File: src/rtl/turn_seq_pkg.sv
package turn_seq_pkg;
  // Step interval used for delays when fading is switched off
  localparam int unsigned OFF_INTERVAL = 256;
  // Geometric growth: d += d >> GROW_SHIFT (at least 1) per step
  localparam int GROW_SHIFT = 3;
endpackage

File: src/rtl/turn_seq_ctrl.sv
module turn_seq_ctrl #(
  parameter int NCH   = 4,
  parameter int CFG_W = 16
) (
  input  logic             clk,
  input  logic             rst_n,
  input  logic             trig,
  input  logic [CFG_W-1:0] rate,
  input  logic [CFG_W-1:0] d_first,
  input  logic [CFG_W-1:0] d_common,
  output logic             start,
  output logic [NCH-1:0]   go,
  output logic             fade_tick,
  output logic             fade_en,
  output logic             trig_out
);
  import turn_seq_pkg::*;
  localparam int PH_W = $clog2(NCH + 1);
  localparam int IV_W = (CFG_W > 9) ? CFG_W : 9;

  logic             boot, trig_q, running, fire;
  logic [PH_W-1:0]  phase;
  logic [CFG_W-1:0] rem;
  logic [IV_W-1:0]  stc, ftc, last;

  always_comb begin
    last = ((rate == '0) ? IV_W'(OFF_INTERVAL) : IV_W'(rate)) - IV_W'(1);
  end

  assign start     = boot | (trig & ~trig_q);
  assign fire      = running && (rem == '0);
  assign fade_en   = (rate != '0);
  assign fade_tick = (ftc >= last) && !start;

  for (genvar k = 0; k < NCH; k++) begin : g_go
    assign go[k] = fire && !start && (phase == PH_W'(k));
  end

  always_ff @(posedge clk or negedge rst_n) begin
    if (!rst_n) begin
      boot     <= 1'b1;
      trig_q   <= 1'b0;
      running  <= 1'b0;
      phase    <= '0;
      rem      <= '0;
      stc      <= '0;
      ftc      <= '0;
      trig_out <= 1'b0;
    end else begin
      boot   <= 1'b0;
      trig_q <= trig;
      if (start) begin
        running <= 1'b1;
        phase   <= '0;
        rem     <= d_first;
        stc     <= '0;
        ftc     <= '0;
      end else begin
        ftc <= (ftc >= last) ? '0 : ftc + IV_W'(1);
        if (fire) begin
          if (phase == PH_W'(NCH)) begin
            running  <= 1'b0;
            trig_out <= ~trig_out;
          end else begin
            phase <= phase + PH_W'(1);
            rem   <= d_common;
            stc   <= '0;
          end
        end else if (running) begin
          if (stc >= last) begin
            stc <= '0;
            rem <= rem - CFG_W'(1);
          end else begin
            stc <= stc + IV_W'(1);
          end
        end
      end
    end
  end
endmodule

File: src/rtl/turn_seq_pwmbase.sv
module turn_seq_pwmbase #(
  parameter int DUTY_W = 7,
  parameter int FSEL_W = 5
) (
  input  logic              clk,
  input  logic              rst_n,
  input  logic [FSEL_W-1:0] fsel,
  output logic [DUTY_W-1:0] cnt,
  output logic              boundary
);
  localparam int PRE_W = 1 << FSEL_W;

  logic [PRE_W-1:0] pre, limit;
  logic             adv;

  assign limit    = (PRE_W'(1) << fsel) - PRE_W'(1);
  assign adv      = (pre >= limit);
  assign boundary = adv && (&cnt);

  always_ff @(posedge clk or negedge rst_n) begin
    if (!rst_n) begin
      pre <= '0;
      cnt <= '0;
    end else if (adv) begin
      pre <= '0;
      cnt <= cnt + DUTY_W'(1);
    end else begin
      pre <= pre + PRE_W'(1);
    end
  end
endmodule

File: src/rtl/turn_seq_lamp.sv
module turn_seq_lamp #(
  parameter int DUTY_W = 7
) (
  input  logic              clk,
  input  logic              rst_n,
  input  logic              start,
  input  logic              go,
  input  logic              fade_tick,
  input  logic              fade_en,
  input  logic [DUTY_W-1:0] dmin,
  input  logic [DUTY_W-1:0] dmax,
  input  logic              boundary,
  input  logic [DUTY_W-1:0] cnt,
  output logic              active,
  output logic [DUTY_W-1:0] duty,
  output logic [DUTY_W-1:0] shown,
  output logic              pwm
);
  import turn_seq_pkg::*;

  logic [DUTY_W-1:0] inc;
  logic [DUTY_W:0]   sum;

  always_comb begin
    inc = duty >> GROW_SHIFT;
    if (inc == '0) inc = DUTY_W'(1);
    sum = {1'b0, duty} + {1'b0, inc};
  end

  always_ff @(posedge clk or negedge rst_n) begin
    if (!rst_n) begin
      active <= 1'b0;
      duty   <= '0;
      shown  <= '0;
    end else begin
      if (boundary) shown <= duty;
      if (start) begin
        active <= 1'b0;
        duty   <= dmin;
      end else if (go) begin
        active <= 1'b1;
        duty   <= fade_en ? dmin : dmax;
      end else if (!active) begin
        duty <= dmin;
      end else if (duty >= dmax) begin
        duty <= dmax;
      end else if (fade_en && fade_tick) begin
        duty <= (sum >= {1'b0, dmax}) ? dmax : sum[DUTY_W-1:0];
      end
    end
  end

  assign pwm = (cnt < shown);
endmodule

File: src/rtl/turn_seq.sv
module turn_seq #(
  parameter int NCH    = 4,
  parameter int DUTY_W = 7,
  parameter int CFG_W  = 16,
  parameter int FSEL_W = 5
) (
  input  logic              clk,
  input  logic              rst_n,
  input  logic              trig_in,
  input  logic [DUTY_W-1:0] duty_lo,
  input  logic [DUTY_W-1:0] duty_hi,
  input  logic [CFG_W-1:0]  fade_rate,
  input  logic [CFG_W-1:0]  first_delay,
  input  logic [CFG_W-1:0]  common_delay,
  input  logic [FSEL_W-1:0] period_sel,
  output logic [NCH-1:0]    lamp_pwm,
  output logic              trig_out
);
  logic                         start, fade_tick, fade_en, boundary;
  logic [NCH-1:0]               go, active_v;
  logic [DUTY_W-1:0]            cnt;
  logic [NCH-1:0][DUTY_W-1:0]   duty_v, shown_v;

  turn_seq_ctrl #(.NCH(NCH), .CFG_W(CFG_W)) u_ctrl (
    .clk(clk), .rst_n(rst_n), .trig(trig_in), .rate(fade_rate),
    .d_first(first_delay), .d_common(common_delay), .start(start),
    .go(go), .fade_tick(fade_tick), .fade_en(fade_en), .trig_out(trig_out)
  );

  turn_seq_pwmbase #(.DUTY_W(DUTY_W), .FSEL_W(FSEL_W)) u_base (
    .clk(clk), .rst_n(rst_n), .fsel(period_sel), .cnt(cnt), .boundary(boundary)
  );

  for (genvar k = 0; k < NCH; k++) begin : g_lamp
    turn_seq_lamp #(.DUTY_W(DUTY_W)) u_lamp (
      .clk(clk), .rst_n(rst_n), .start(start), .go(go[k]),
      .fade_tick(fade_tick), .fade_en(fade_en), .dmin(duty_lo),
      .dmax(duty_hi), .boundary(boundary), .cnt(cnt),
      .active(active_v[k]), .duty(duty_v[k]), .shown(shown_v[k]),
      .pwm(lamp_pwm[k])
    );
  end
endmodule

File: config.mk
export PLATFORM = sky130hd
export DESIGN_NAME = turn_seq
export DESIGN_NICKNAME = d
export VERILOG_FILES = /design/src/rtl/turn_seq_pkg.sv /design/src/rtl/turn_seq_ctrl.sv /design/src/rtl/turn_seq_pwmbase.sv /design/src/rtl/turn_seq_lamp.sv /design/src/rtl/turn_seq.sv
export SDC_FILE = /design/constraint.sdc
export NUM_CORES = 1
export LEC_CHECK = 0
export BUFFER_PORTS_ARGS = -buffer_cell sky130_fd_sc_hd__buf_2
export CORE_MARGIN = 8
export CORE_UTILIZATION = 50
export CTS_BUF_LIST = sky130_fd_sc_hd__clkbuf_8
export DETAILED_ROUTE_END_ITERATION = 10
export PLACE_DENSITY = 0.68
export SYNTH_ARGS = -nofsm -noshare
export SYNTH_HDL_FRONTEND = slang
export SYNTH_SLANG_ARGS = --single-unit
export TNS_END_PERCENT = 100
File: constraint.sdc
create_clock -name clk -period 5.85 [get_ports clk]
set_input_delay 0.2925 -clock clk [delete_from_list [all_inputs] [get_ports clk]]
set_output_delay 0.2925 -clock clk [all_outputs]
set_load 0.02 [all_outputs]
==> reports/metrics.csv <==
stage,metric,value,unit
finish,fin cells,1810,
critical_path,crit path from,fade_rate[9],
critical_path,CP startpoint kind,input port,
critical_path,crit-path cells,buf_2 -> nor4_1 -> and3b_1 -> and4b_1 -> buf_4 -> nor2_1 -> nor4b_1 -> xnor2_1 -> ha_1 -> a21o_1 -> a211oi_1 -> o31ai_1 -> maj3_1 -> a2111oi_4 -> o21a_1 -> mux2_2,
synthesis,Simple-Gate Fraction of Synth Area,18.0,%
synthesis,Synth Flop Type,dfrtp_1,
clock_tree,Post CTS Setup Buffer Count,0,
clock_tree,Worst-path clk slew,0.10,ns
floorplan,num ports,75,
synthesis,Synth top area share,30.3,%
synthesis,Post-Syn Area per Cell,8.89,um2
synthesis,cell taking the most area after synthesis,dfrtp_1,
sta,Pins Over Slew Limit,0,
synthesis,largest cells by area after synthesis,"dfrtp_1 30%, ha_1 17%, nor2_1 3.9%, xor2_1 3.5%, mux2_2 3.4%",
sta,min cycle time layout,4.52,ns
critical_path,critical path's slowest cell,nor4_1,
critical_path,Crit path required time,6.20,ns
grt,initial antenna violation count,2,
clock_tree,htree depth,4,
clock_tree,clock tree buffer depth,2,
sta,Final Skew,0.0180,ns
worst_hold_path,hold depth,3,
grt,vias in the first global route,10245,
floorplan,initial core utilization,50.5,%
synthesis,largest family of logic cells by synthesized area,simple AND/OR/NAND/NOR gates,
place,routability congestion estimate,0.923,
sta,Rel. slew slack,27.3,%
clock_tree,Post-CTS Hold Buffers,2,
drt,DR iter-0 viols,703,
clock_tree,CTS resizes,0,
finish,Nets,1711,
place,number of port buffers,74,
drt,first-pass detailed-route iteration total,8,
synthesis,"Warnings, synthesis",0,
floorplan,Core Rows,58,
clock_tree,root buf cell,clkbuf_8,
drt,WL final,30900,um
clock_tree,CTS Sinks,154,
sta,Hold Fails Final Rpt,0,
worst_hold_path,HP Class,input port to flip-flop,
synthesis,"FFs w/ async S/R, synth",100,%
synthesis,gate count of the mapped netlist,1423,
worst_hold_path,Hold Startpoint,first_delay[1],
synthesis,library cells used by synthesis,76,
floorplan,full die area,30600,um2
synthesis,"EDFF count, synth",0,
place,"worst slack, placed",0.883,ns
synthesis,Synth Area in Adders,17.6,%
outcome,status,"complete, no violations",
synthesis,post-synthesis mux area share,5.76,%
critical_path,kind of critical path,input port to flip-flop,
synthesis,"Seq/Total Area, Yosys",30.5,%
finish,fraction of layout cells with a size suffix above 1,11.6,%
critical_path,crit-path max FO,9,
critical_path,R2R Setup Slk,1.75,ns
pwr,PwrDens,181,nW/um2
synthesis,Mapped Area,12600,um2
place,placed cell count,1775,
clock_tree,clk_lat worst skew,0.47,ns
drt,drt drc,0,
grt,first-pass GRT wire length,51900,um
pwr,Static Leak,6.75,nW
finish,area grow syn2layout,8.20,%
synthesis,Post-Syn Nets,1668,
synthesis,Synth Area in Compound Gates,16.9,%
sta,Fmax achieved,221,MHz
synthesis,xor/xnor cell area share of the yosys netlist,6.44,%
clock_tree,total CTS buffers,17,
critical_path,CP peak stage delay,0.56,ns
drt,Wirelength per Cell,17.1,um
critical_path,r2r endpoint,u_ctrl.rem[8]$_DFFE_PN0P_,
critical_path,Crit path max-delay family,compound AO/OA/AOI/OAI gates,
sta,unrepaired setup endpoints after global routing,false,
clock_tree,TritonCTS clock tree,yes,
critical_path,Register-to-Register Path Depth,9,
run,Max-cap violations,0,
floorplan,CORE AREA,25000,um2
pwr,VDD IR max,0.103,mV
critical_path,FF-to-FF Start,u_ctrl.rem[3]$_DFFE_PN0P_,
sta,Post-Route Setup TNS,0,ns
place,hpwl dp,22900,um
synthesis,"flops & latches, synth",154,
floorplan,die height,175,um
drt,Vias/cell,5.80,
grt,GRT overflow,0,
place,area post-placement,13300,um2
drt,ANT nets after route,0,
sta,period utilization,77.3,%
sta,Setup WS post-layout,1.33,ns
grt,GRT Total Usage,20.3,%
critical_path,Bufs and invs on worst path,2,
critical_path,Crit. End Element,flip-flop,
floorplan,Die W,175,um
grt,largest net degree at the start of global routing,102,
finish,fin area,13700,um2
sta,Slew @ Worst Pin,1.09,ns
worst_hold_path,Worst Hold Path EP,u_ctrl.rem[1]$_DFFE_PN0P_,
critical_path,WP data arrival,4.87,ns
drt,detailed-route via count,10489,
sta,final count of negative-setup-slack endpoints,0,
==> synthesized netlist by cell type (6+ instances only) <==
master,instances
a211oi_1,9
a21o_1,30
a21oi_1,84
a221oi_1,9
a222oi_1,6
a22o_1,12
a31oi_1,9
and2_1,13
and3_1,21
and4_1,8
clkbuf_1,50
dfrtp_1,153
ha_1,171
inv_1,90
mux2_2,38
mux2i_1,30
nand2_1,108
nand2b_1,26
nand3_1,53
nand4_1,16
nor2_1,131
nor2b_1,17
nor3_1,22
nor3b_1,7
nor4_1,10
o21a_1,10
o21ai_0,73
o221ai_1,6
o2bb2ai_1,7
o31ai_1,9
or3_1,11
xnor2_1,43
xor2_1,50
==> cell usage in the layout, fill, tap and decap left out, drive strengths merged, types with 10 or more instances in the layout <==
cell,Yosys,routed
nor4,11,11
nor3,23,23
and3,21,21
nor2b,17,17
nand4,16,16
or3,13,13
nand2b,26,26
buf,11,83
a21o,30,30
nor2,131,131
and2,13,13
a21oi,87,87
nand3,53,53
o21ai,77,77
dfrtp,153,153
nand2,108,108
ha,171,171
a22o,12,12
xnor2,43,43
inv,90,94
clkbuf,50,20
mux2,38,38
mux2i,30,30
xor2,50,50
o21a,10,10
==> worst max-delay path by stage <==
| stage | endpoint | slack (ns) | cells after the start |
|---|---|---|---|
| after floorplan | g_lamp[2].u_lamp.duty[2]$_DFFE_PN0P_ | 1.41 | 17 |
| after global placement | g_lamp[2].u_lamp.duty[3]$_DFFE_PN0P_ | 0.89 | 16 |
| after detailed placement | g_lamp[2].u_lamp.duty[6]$_DFFE_PN0P_ | 0.88 | 16 |
| after CTS | g_lamp[2].u_lamp.duty[5]$_DFFE_PN0P_ | 1.35 | 16 |
| after global routing | g_lamp[0].u_lamp.shown[2]$_DFFE_PN0P_ | 0.95 | 18 |
| final | g_lamp[2].u_lamp.duty[2]$_DFFE_PN0P_ | 1.33 | 16 |
==> per-layer routing <==
| metal | GRT usage [%] | wire (um) | vias to the layer above |
|---|---|---|---|
| li1 | - | - | 5191 |
| met1 | 28.3 | 15200 | 5006 |
| met2 | 32.5 | 13900 | 259 |
| met3 | 3.15 | 1390 | 31 |
| met4 | 5.09 | 390 | 2 |
| met5 | 0 | 11 | - |
==> logic make-up (layout without fill, tap and decap cells) <==
kind of cell / Yosys count / in the layout
adder cells (fa/ha/maj): 176 / 176
flip-flops: 154 / 154
multiplexers: 68 / 68
XOR/XNOR: 93 / 93
AO/OA/AOI/OAI: 317 / 317
other: 2 / 3
buffers and inverters: 151 / 207
AND/OR/NAND/NOR: 462 / 462
==> power breakdown <==
part	switching, mW	total [mW]	internal [mW]
combinational	0.283	0.475	0.192
clock	0.440	0.858	0.418
sequential	0.0452	1.14	1.09
total	0.768	2.47	1.70
==> final cells by class <==
| class | instances | area (um2) |
|---|---|---|
| fill | 2325 | 11300 |
| antenna | 1 | 2.50 |
| clock inverter | 12 | 138 |
| clock buffer | 20 | 275 |
| sequential | 154 | 3850 |
| tap | 330 | 413 |
| multi-input combinational | 1118 | 8200 |
| timing repair buffer | 85 | 464 |
| inverter | 90 | 338 |
==> flip-flops by register name (all words and copies together), names as in the netlist, 3 cells and up <==
| name | flops |
|---|---|
| u_ctrl.stc | 16 |
| u_ctrl.ftc | 16 |
| u_base.cnt | 7 |
| g_lamp.u_lamp.duty | 28 |
| g_lamp.u_lamp.shown | 28 |
| u_base.pre | 32 |
| g_lamp.u_lamp.active | 4 |
| u_ctrl.rem | 16 |
| u_ctrl.phase | 3 |
==> metrics by stage <==
stage                     util (%)  hold WS, ns  total power [mW]
after detailed placement      52.9        0.447              1.63
after floorplan                  -     -0.00309              1.46
after global placement        52.9        0.441              1.61
final                         54.7        0.108              2.47
after CTS                     54.7       0.0727              2.49
after global routing          54.7        0.104              2.60
==> worst register-to-register path, cell delays in order, from the launching register on <==
cell and delay, ns:
dfrtp_1 0.45, or4_1 0.59, or3_4 0.38, or3_1 0.55, nand2_1 0.31, a211oi_1 0.17, a21oi_2 0.89, buf_4 0.36
nand2_1 0.07, a22o_1 0.22
Note: power is estimated with default switching activity, not from simulation.
